[src/rtl/evr_pkg.sv]
package evr_pkg;

    typedef enum logic [7:0] {
        EVK_XFER_DONE = 8'h01,
        EVK_CMD_DONE  = 8'h02,
        EVK_STATE_CHG = 8'h03
    } evt_kind_e;

    typedef struct packed {
        logic [7:0]  kind;
        logic [7:0]  chan;
        logic [7:0]  code;
        logic [63:0] elem_ptr;
    } evt_rec_t;

    localparam int REC_W = $bits(evt_rec_t);

    typedef enum logic {
        PS_IDLE  = 1'b0,
        PS_WRITE = 1'b1
    } post_state_e;

    function automatic evt_rec_t make_rec(
        input logic [7:0]  kind,
        input logic [7:0]  chan,
        input logic [7:0]  code,
        input logic [63:0] elem_ptr
    );
        evt_rec_t r;
        r.kind     = kind;
        r.chan     = chan;
        r.code     = code;
        r.elem_ptr = elem_ptr;
        return r;
    endfunction

endpackage

[src/rtl/evr_ptr_track.sv]
module evr_ptr_track #(
    parameter int PTR_W = 3
) (
    input  logic             clk,
    input  logic             rst,
    input  logic             adv,
    input  logic             host_we,
    input  logic [PTR_W-1:0] host_val,
    output logic [PTR_W-1:0] rp,
    output logic [PTR_W-1:0] wp,
    output logic             full,
    output logic             empty
);

    logic [PTR_W-1:0] wp_plus1;
    logic [PTR_W-1:0] rp_plus1;

    assign wp_plus1 = wp + 1'b1;
    assign rp_plus1 = rp + 1'b1;

    // Device pointer: moves only on a completed write.
    always_ff @(posedge clk) begin
        if (rst) begin
            rp <= '0;
        end else if (adv) begin
            rp <= rp_plus1;
        end
    end

    // Host pointer copy: independent register, so both can update at once.
    always_ff @(posedge clk) begin
        if (rst) begin
            wp <= '1;
        end else if (host_we) begin
            wp <= host_val;
        end
    end

    // Inverted ring senses: equal means full, wp+1 == rp means drained.
    assign full  = (rp == wp);
    assign empty = (wp_plus1 == rp);

endmodule

[src/rtl/evr_post_fsm.sv]
module evr_post_fsm
    import evr_pkg::*;
(
    input  logic     clk,
    input  logic     rst,
    input  logic     evt_valid,
    input  evt_rec_t rec_in,
    input  logic     ring_full,
    input  logic     mem_wr_ack,
    output logic     evt_ready,
    output logic     mem_wr_valid,
    output evt_rec_t rec_out,
    output logic     adv,
    output logic     irq_pulse
);

    post_state_e state;
    evt_rec_t    rec_q;
    logic        accept;
    logic        done;

    assign evt_ready    = (state == PS_IDLE) && !ring_full;
    assign accept       = evt_valid && evt_ready;
    assign mem_wr_valid = (state == PS_WRITE);
    assign done         = mem_wr_valid && mem_wr_ack;
    assign adv          = done;
    assign rec_out      = rec_q;

    always_ff @(posedge clk) begin
        if (rst) begin
            state <= PS_IDLE;
        end else begin
            unique case (state)
                PS_IDLE:  if (accept) state <= PS_WRITE;
                PS_WRITE: if (done)   state <= PS_IDLE;
                default:              state <= PS_IDLE;
            endcase
        end
    end

    always_ff @(posedge clk) begin
        if (rst) begin
            rec_q <= '0;
        end else if (accept) begin
            rec_q <= rec_in;
        end
    end

    // Interrupt follows the acknowledged write by one register.
    always_ff @(posedge clk) begin
        if (rst) begin
            irq_pulse <= 1'b0;
        end else begin
            irq_pulse <= done;
        end
    end

endmodule

[src/rtl/evr_producer.sv]
module evr_producer
    import evr_pkg::*;
#(
    parameter int PTR_W = 3
) (
    input  logic               clk,
    input  logic               rst,
    input  logic               evt_valid,
    output logic               evt_ready,
    input  logic [7:0]         evt_type,
    input  logic [7:0]         evt_chan,
    input  logic [7:0]         evt_code,
    input  logic [63:0]        evt_elem_ptr,
    output logic               mem_wr_valid,
    output logic [PTR_W-1:0]   mem_wr_idx,
    output logic [REC_W-1:0]   mem_wr_data,
    input  logic               mem_wr_ack,
    input  logic               host_wp_we,
    input  logic [PTR_W-1:0]   host_wp_val,
    output logic [PTR_W-1:0]   dev_rp,
    output logic [PTR_W-1:0]   dev_wp,
    output logic               ring_full,
    output logic               ring_empty,
    output logic               irq_pulse
);

    evt_rec_t rec_in;
    evt_rec_t rec_out;
    logic     adv;

    assign rec_in = make_rec(evt_type, evt_chan, evt_code, evt_elem_ptr);

    evr_ptr_track #(.PTR_W(PTR_W)) u_ptr (
        .clk      (clk),
        .rst      (rst),
        .adv      (adv),
        .host_we  (host_wp_we),
        .host_val (host_wp_val),
        .rp       (dev_rp),
        .wp       (dev_wp),
        .full     (ring_full),
        .empty    (ring_empty)
    );

    evr_post_fsm u_post (
        .clk          (clk),
        .rst          (rst),
        .evt_valid    (evt_valid),
        .rec_in       (rec_in),
        .ring_full    (ring_full),
        .mem_wr_ack   (mem_wr_ack),
        .evt_ready    (evt_ready),
        .mem_wr_valid (mem_wr_valid),
        .rec_out      (rec_out),
        .adv          (adv),
        .irq_pulse    (irq_pulse)
    );

    // The read pointer cannot move while a write is pending, so it names the slot.
    assign mem_wr_idx  = dev_rp;
    assign mem_wr_data = rec_out;

endmodule

[config.mk]
export PLATFORM = sky130hd
export DESIGN_NAME = evr_producer
export DESIGN_NICKNAME = d
export VERILOG_FILES = /design/src/rtl/evr_pkg.sv /design/src/rtl/evr_ptr_track.sv /design/src/rtl/evr_post_fsm.sv /design/src/rtl/evr_producer.sv
export SDC_FILE = /design/constraint.sdc
export NUM_CORES = 1
export LEC_CHECK = 0
export BUFFER_PORTS_ARGS = -buffer_cell sky130_fd_sc_hd__buf_2
export CAP_MARGIN = 25
export CELL_PAD_IN_SITES_DETAIL_PLACEMENT = 2
export CELL_PAD_IN_SITES_GLOBAL_PLACEMENT = 2
export CORE_MARGIN = 4
export CORE_UTILIZATION = 29
export CTS_CLUSTER_SIZE = 20
export DETAILED_ROUTE_END_ITERATION = 6
export GPL_TIMING_DRIVEN = 1
export HOLD_SLACK_MARGIN = 0.15
export PLACE_DENSITY = 0.83
export SLEW_MARGIN = 20
export SYNTH_ARGS = -nofsm -noshare
export SYNTH_HDL_FRONTEND = slang
export SYNTH_SLANG_ARGS = --single-unit
[constraint.sdc]
create_clock -name clk -period 2.51 [get_ports clk]
set_clock_uncertainty 0.15 [all_clocks]
set_input_delay 0.251 -clock clk [delete_from_list [all_inputs] [get_ports clk]]
set_output_delay 0.251 -clock clk [all_outputs]
set_load 0.005 [all_outputs]
==> results.md, run 1 <==
- Syn_area_per_cell: 10.1 µm²
- DRT antenna net count: 0
- Vias: 3990
- Logic pwr share: approximately 17%
- GRT Max-Usage Layer: met2
- Clock Latency Late Sink: 0.34 ns
- DIE AREA: ~17000 µm²
- HPWL after DPL: 9.85 mm
- Total power: between 4 and 5 mW
- Async set or reset register ratio after synthesis: 0%
- Fin Setup TNS: 0 ns
- Crit Path Max Fanout: 33
- Number of I/O port buffers: ~200
- Syn nets: 521
- P_int: 3.05 mW
- Reg area: around 1900 µm²
- Synth top area share: 45.0%
- Top cells by area, synth: dfxtp_1 (45%), nand2b_1 (26%), mux2i_1 (21%), clkbuf_1 (1.8%), xor2_1 (1.0%)
- Pre-antenna DRT Iters: 4
- H-tree levels: 3
- Top post-synthesis cells by count: nand2b_1 (176), dfxtp_1 (96), mux2i_1 (88)
- P&R area growth vs syn: 56.9%
- Die Y: 129 µm
- VDD IR max: 0.000435 V
- GRT met1 Usage: 20.1%
- Starting Density: 29.5%
- Fmax: 483 MHz
- Sequential-to-total area share from yosys stat: 45.0%
- Clock sink count: 96
- CTS Hold Bufs: 95
- Largest net degree at the start of global routing: 65
- Pwr dens: roughly 600 nW/µm²
- Startpoint Class: flip-flop
- Post-cts sizing count: 0
- Vias/cell: 4.49
- Routed WL: 16.6 mm
- Max cap viols: 0
- Required @ worst endpoint: 2.63 ns
- Core area: between 10000 and 15000 µm²
- TritonCTS clock tree: done
- Hold Path Class: reg -> reg
- Clock Power Share: 40.7%
- # placed instances: 776
- Fin. Hold Viols: 0
- Row count: 44
- Grt total ovfl: 0
- Fill cells: 1531
- Non-Filler Instances: 888
- Gr usage total: 19.9%
- Die Span X: between 100 and 150 µm
- Initial antenna violation count: 1
- Setup bufs post-CTS: 0
- Kind of critical path: reg -> reg
- Post-synth EDFFs: 0
- Multi-input logic area: 2200 µm²
- CP arrival: between 2 and 2.5 ns
- Fin. max-slew vios: 0
- Yosys warns: 0
- Vias in the first global route: 4717
- NetSw: 0.991 mW
- Unique cell type count in the Yosys netlist: 21
- Grt met2 use: 39.1%
- Post-Syn Area: 4270 µm²
- Placer Congestion: 0.753
- Crit end category: flip-flop
- Final setup margin: 0.442 ns
- Routed WL per cell: 18.7 µm
- Flops & latches, synth: 96
- M3 GR Usage: approximately 5.4%
- DRC: 0
- Fin crit share: about 82%
- Most numerous cell in the Yosys netlist: nand2b_1
- Root Buffer: clkbuf_16
- I/O Pins: around 200
- Worst slew margin: 62.5%
- Setup Viol. Count Final: 0
- Leakage dissipation: ~3.1 nW
- Worst-margin pin slew: 0.562 ns
- Global-route wire length before repair: 25.6 mm
- Sw frac: 24.5%
- Clock buffer count from CTS: 9
- DR iter-0 viols: 101
- Area leader, netlist: dfxtp_1
- Reg clk slew, reported paths: 0.07 ns
- Status: finished clean
- Flop pwr share: a little over two fifths
- Minimum clock period: 2.07 ns
- Mapped Cells: ~420
- Ratio of cells with drive above 1 in the final layout: between 30% and 40%
- Final-stage net count: 796
- Unrepaired setup endpoints after global routing: false
- Placement Setup Slack: between 0.4 and 0.5 ns
- Clock buffer depth: 2
- Most used flip-flop cell after synthesis: dfxtp_1
cell usage in the layout (no fill, tap or decap), types with 2 or more instances in the layout:
| cell type | Yosys | final |
|---|---|---|
| buf_2 | 8 | 196 |
| nand2b_1 | 176 | 176 |
| dfxtp_1 | 96 | 96 |
| dlygate4sd3_1 | 0 | 95 |
| mux2i_1 | 88 | 88 |
| clkbuf_16 | 0 | 9 |
| xor2_1 | 5 | 5 |
| nor2_1 | 5 | 5 |
| buf_4 | 3 | 5 |
| nor2b_1 | 3 | 3 |
| a211o_1 | 3 | 3 |
| bufinv_16 | 0 | 3 |
| xnor2_1 | 2 | 2 |
| nand3_1 | 2 | 2 |
| nand2_1 | 2 | 2 |
| ha_1 | 2 | 2 |
| clkbuf_8 | 0 | 2 |
critical path, cell delays in order (launching register included):
cell and delay, ns:
dfxtp_1 0.45, xor2_1 0.34, o311a_4 0.27, buf_4 0.48
mux2i_1 0.28
state kept, by name, summed over array words and instances (netlist names):
signal / cells
u_post.rec_out: 88
u_ptr.wp: 3
u_ptr.rp: 3
u_post.mem_wr_valid: 1
u_post.irq_pulse: 1
power by group through the flow:
stage / logic (mW) / clock network [mW] / registers [mW]
after floorplan: 0.291 / 0 / 1.73
after global placement: 0.534 / 0 / 1.72
after detailed placement: 0.562 / 0 / 1.73
after CTS: 0.683 / 1.68 / 1.70
after global routing: 0.762 / 1.75 / 1.71
final: 0.697 / 1.65 / 1.70
final timing paths:
| kind | startpoint | endpoint | slack, ns | cells after the start |
|---|---|---|---|---|
| max | u_ptr.rp[0] | u_post.rec_out[65] | 0.44 | 4 |
| min | u_post.rec_out[76] | u_post.rec_out[76] | 0.32 | 2 |
| max reg2reg | u_ptr.rp[0] | u_post.rec_out[65] | 0.44 | 4 |
| min reg2reg | u_post.rec_out[76] | u_post.rec_out[76] | 0.32 | 2 |
metrics by stage:
step	hold WS, ns	utilization [%]	cell area, µm²
finish	0.322	46.3	6700
global route	0.345	46.3	6700
CTS	0.327	46.3	6700
detailed placement	0.316	37.2	5390
global placement	0.305	37.2	5390
floorplan	0.219	-	4270
logic make-up after synthesis:
group	synth area share [%]
muxes	20.6
buffers and inverters	3.84
and+or+nand+nor	27.3
adders and majority gates	0.586
DFF	45.0
AOI/OAI and AO/OA	1.20
xor gates and xnor gates	1.44
cell type report:
| class | count | area share (%) |
|---|---|---|
| sequential | 96 | 28.7 |
| clock inverter | 5 | 1.53 |
| tap | 184 | 3.44 |
| timing repair buffer | 297 | 29.7 |
| antenna | 1 | 0.0373 |
| clock buffer | 11 | 3.77 |
| inverter | 1 | 0.0560 |
| multi-input combinational | 293 | 32.8 |
layer usage:
layer	up-vias	part of all wire [%]
li1	1905	-
met1	1925	36
met2	128	56
met3	32	6.1
met4	0	2.6
met5	-	0
(Power assumes the default switching activity.)
==> inputs of run 2 (changes only) <==
--- a/config.mk
+++ b/config.mk
@@ -10,12 +10,12 @@
 export CELL_PAD_IN_SITES_DETAIL_PLACEMENT = 2
 export CELL_PAD_IN_SITES_GLOBAL_PLACEMENT = 2
 export CORE_MARGIN = 4
-export CORE_UTILIZATION = 29
+export CORE_UTILIZATION = 27
 export CTS_CLUSTER_SIZE = 20
 export DETAILED_ROUTE_END_ITERATION = 6
 export GPL_TIMING_DRIVEN = 1
 export HOLD_SLACK_MARGIN = 0.15
-export PLACE_DENSITY = 0.83
+export PLACE_DENSITY = 0.78
 export SLEW_MARGIN = 20
 export SYNTH_ARGS = -nofsm -noshare
 export SYNTH_HDL_FRONTEND = slang
==> constraint.sdc (replaced) <==
create_clock -name clk -period 2.1 [get_ports clk]
set_clock_uncertainty 0.15 [all_clocks]
set_input_delay 0.21 -clock clk [delete_from_list [all_inputs] [get_ports clk]]
set_output_delay 0.21 -clock clk [all_outputs]
set_load 0.005 [all_outputs]
==> run 2 against run 1 <==
- register-to-register slack got worse by 0.27 ns
- wire length shrank 4.3%
- combinational power rose by 20%
- final area about the same
- worst hold slack worse by 0.15 ns
- critical path type unchanged
- critical endpoint is now u_post.rec_out[35]
==> results.md, run 2 (synthesis results as in run 1) <==
- Most common cell after layout, fill and taps aside: buf_2
- CP Cell Sequence: xor2_1 -> o311a_4 -> buf_12 -> mux2i_1
- Vias in the first global route: 4641 (-1.6%)
- Gr usage total: 17.7% (-2.2 points)
- Non-Filler Instances: 915 (+3.0%)
- Ratio of cells with drive above 1 in the final layout: 31.3% (unchanged)
- Core area: 15400 µm² (+6.2%)
- Clock sink count: 96 (unchanged)
- Fin util: 43.6% (-2.7 points)
- Fin. Hold Viols: 0 (unchanged)
- Clock Power Share: 35.6% (-5.1 points)
- I/O Pins: 198 (unchanged)
- DRC: 0 (unchanged)
- Grt total ovfl: 0 (unchanged)
- Worst-margin pin slew: 0.533 ns (-0.0295 ns)
- Critical Path Start: u_ptr.rp[2]
- DIE AREA: 17900 µm² (+6.9%)
- Clock buffer depth: 2 (unchanged)
- Reg clk slew, reported paths: 0.07 ns (about the same)
- Crit end category: flip-flop
- Final-stage net count: 797 (+0.13%)
- Startpoint Class: flip-flop
- Commonest cells after routing, fill and taps aside: buf_2 (196), nand2b_1 (176), dfxtp_1 (96)
- Placer Congestion: 0.715 (-5.1%)
- Fmax: 518 MHz (+7.2%)
- Max incr delay on CP: 0.39 ns (-0.09 ns)
- Sw frac: 26.1% (+1.6 points)
- Kind of critical path: reg -> reg
- Post-cts sizing count: 0 (unchanged)
- VDD IR max: 0.000320 V (-27%)
- Vias: 3959 (-0.78%)
- Clock Latency Late Sink: 0.34 ns (about the same)
- Fin. max-slew vios: 0 (unchanged)
- NetSw: 1.16 mW (+17%)
- CP arrival: 2.04 ns (-0.15 ns)
- # placed instances: 804 (+3.6%)
- P&R area growth vs syn: 56.8% (about the same)
- Slowest cell on crit path: dfxtp_1
- Hold Path Class: in -> reg
- Initial antenna violation count: 1 (unchanged)
- Global-route wire length before repair: 25.1 mm (-2.0%)
- H-tree levels: 3 (unchanged)
- P_int: 3.28 mW (+7.6%)
- Hold wc startpoint: evt_valid
- HPWL after DPL: 9.26 mm (-6.0%)
- Required @ worst endpoint: 2.21 ns (-0.42 ns)
- Row count: 45 (+2.3%)
- Critical R2R Launch: u_ptr.rp[2]
- Leakage dissipation: 3.12 nW (-0.38%)
- CP delay by family, top: flip-flops
- Largest net degree at the start of global routing: 64 (-1.5%)
- Max reg flops: 88 (unchanged)
- DR iter-0 viols: 95 (-5.9%)
- Routed WL per cell: 17.4 µm (-7.2%)
- Die Y: 134 µm (+3.4%)
- Vias/cell: 4.33 (-3.7%)
- Starting Density: 27.8% (-1.7 points)
- Critical path buffer and inverter count: 1 (unchanged)
- Fin Setup TNS: 0 ns (unchanged)
- Pre-antenna DRT Iters: 3 (-1)
- DRT antenna net count: 0 (unchanged)
- Root Buffer: clkbuf_16
- Minimum clock period: 1.93 ns (-0.139 ns)
- Max cap viols: 0 (unchanged)
- Number of I/O port buffers: 197 (unchanged)
- Worst slew margin: 64.5% (+2.0 points)
- Flop pwr share: 45.7% (+3.7 points)
- Logic pwr share: 18.8% (+1.5 points)
- Unrepaired setup endpoints after global routing: false
- Pwr dens: 663 nW/µm² (+10%)
- Setup Viol. Count Final: 0 (unchanged)
- Fin crit share: 91.9% (+9.5 points)
- Status: finished clean
- Crit Path Max Fanout: 51 (+55%)
- Clock buffer count from CTS: 9 (unchanged)
- Routed WL: 15.9 mm (-4.3%)
- Die Span X: 134 µm (+3.4%)
- TritonCTS clock tree: done
-- run 2: cell count changes in the layout (fill, tap and decap cells not counted) --
cell	delta
clkinvlp_4	-1
buf_4	-2
bufinv_16	-3
clkinv_2	+3
buf_12	+3
-- run 2: layer usage --
layer / part of all wire (%) / GRT usage, % / vias to the layer above
met1: 36 / 17.6 / 1905
met5: 0 / 0 / -
li1: - / - / 1910
met4: 2.1 / 5.89 / 0
met3: 7.0 / 6.04 / 20
met2: 55 / 34.2 / 124
-- run 2: through the flow --
stage	hold WS [ns]	total power [mW]	cell area, µm²	worst slack (ns)
6_report	0.170	4.44	6700	0.171
5_1_grt	0.163	4.70	6700	0.0311
4_1_cts	0.155	4.47	6690	0.151
3_5_place_dp	0.274	2.74	5470	0.205
3_3_place_gp	0.270	2.71	5470	0.317
2_1_floorplan	0.178	2.41	4270	0.415
-- run 2: final timing paths --
path,to,slack [ns],cells past startpoint
min,u_post.rec_out[62],0.17,3
max reg2reg,u_post.rec_out[35],0.17,4
min reg2reg,u_post.rec_out[6],0.32,2
max,u_post.rec_out[35],0.17,4
-- run 2: power by group through the flow --
stage / sequential (mW) / combinational [mW] / clock, mW
after floorplan: 2.07 / 0.348 / 0
after global placement: 2.05 / 0.652 / 0
after detailed placement: 2.07 / 0.675 / 0
after CTS: 2.02 / 0.819 / 1.63
after global routing: 2.04 / 0.912 / 1.74
final: 2.03 / 0.833 / 1.58
-- run 2: worst reg2reg max path: stages (launching register included) --
cell     delay [ns]
dfxtp_1        0.39
xor2_1         0.36
o311a_4        0.29
buf_12         0.33
mux2i_1        0.33
-- run 2: what timing repair did --
action | in CTS | in global routing
hold endpoints to repair | 95 | 0
hold buffers | 95 | 0
setup buffers | 0 | 0
-- run 2: area by class of cell --
class                           instances  area (µm²)
Clock buffer                           11         253
Sequential cell                        96        1920
Tap cell                              211         264
Fill cell                            1643        8670
Inverter                                1        3.75
Timing Repair Buffer                  298        2030
Clock inverter                          4        20.0
Antenna cell                            1        2.50
Multi-Input combinational cell        293        2200
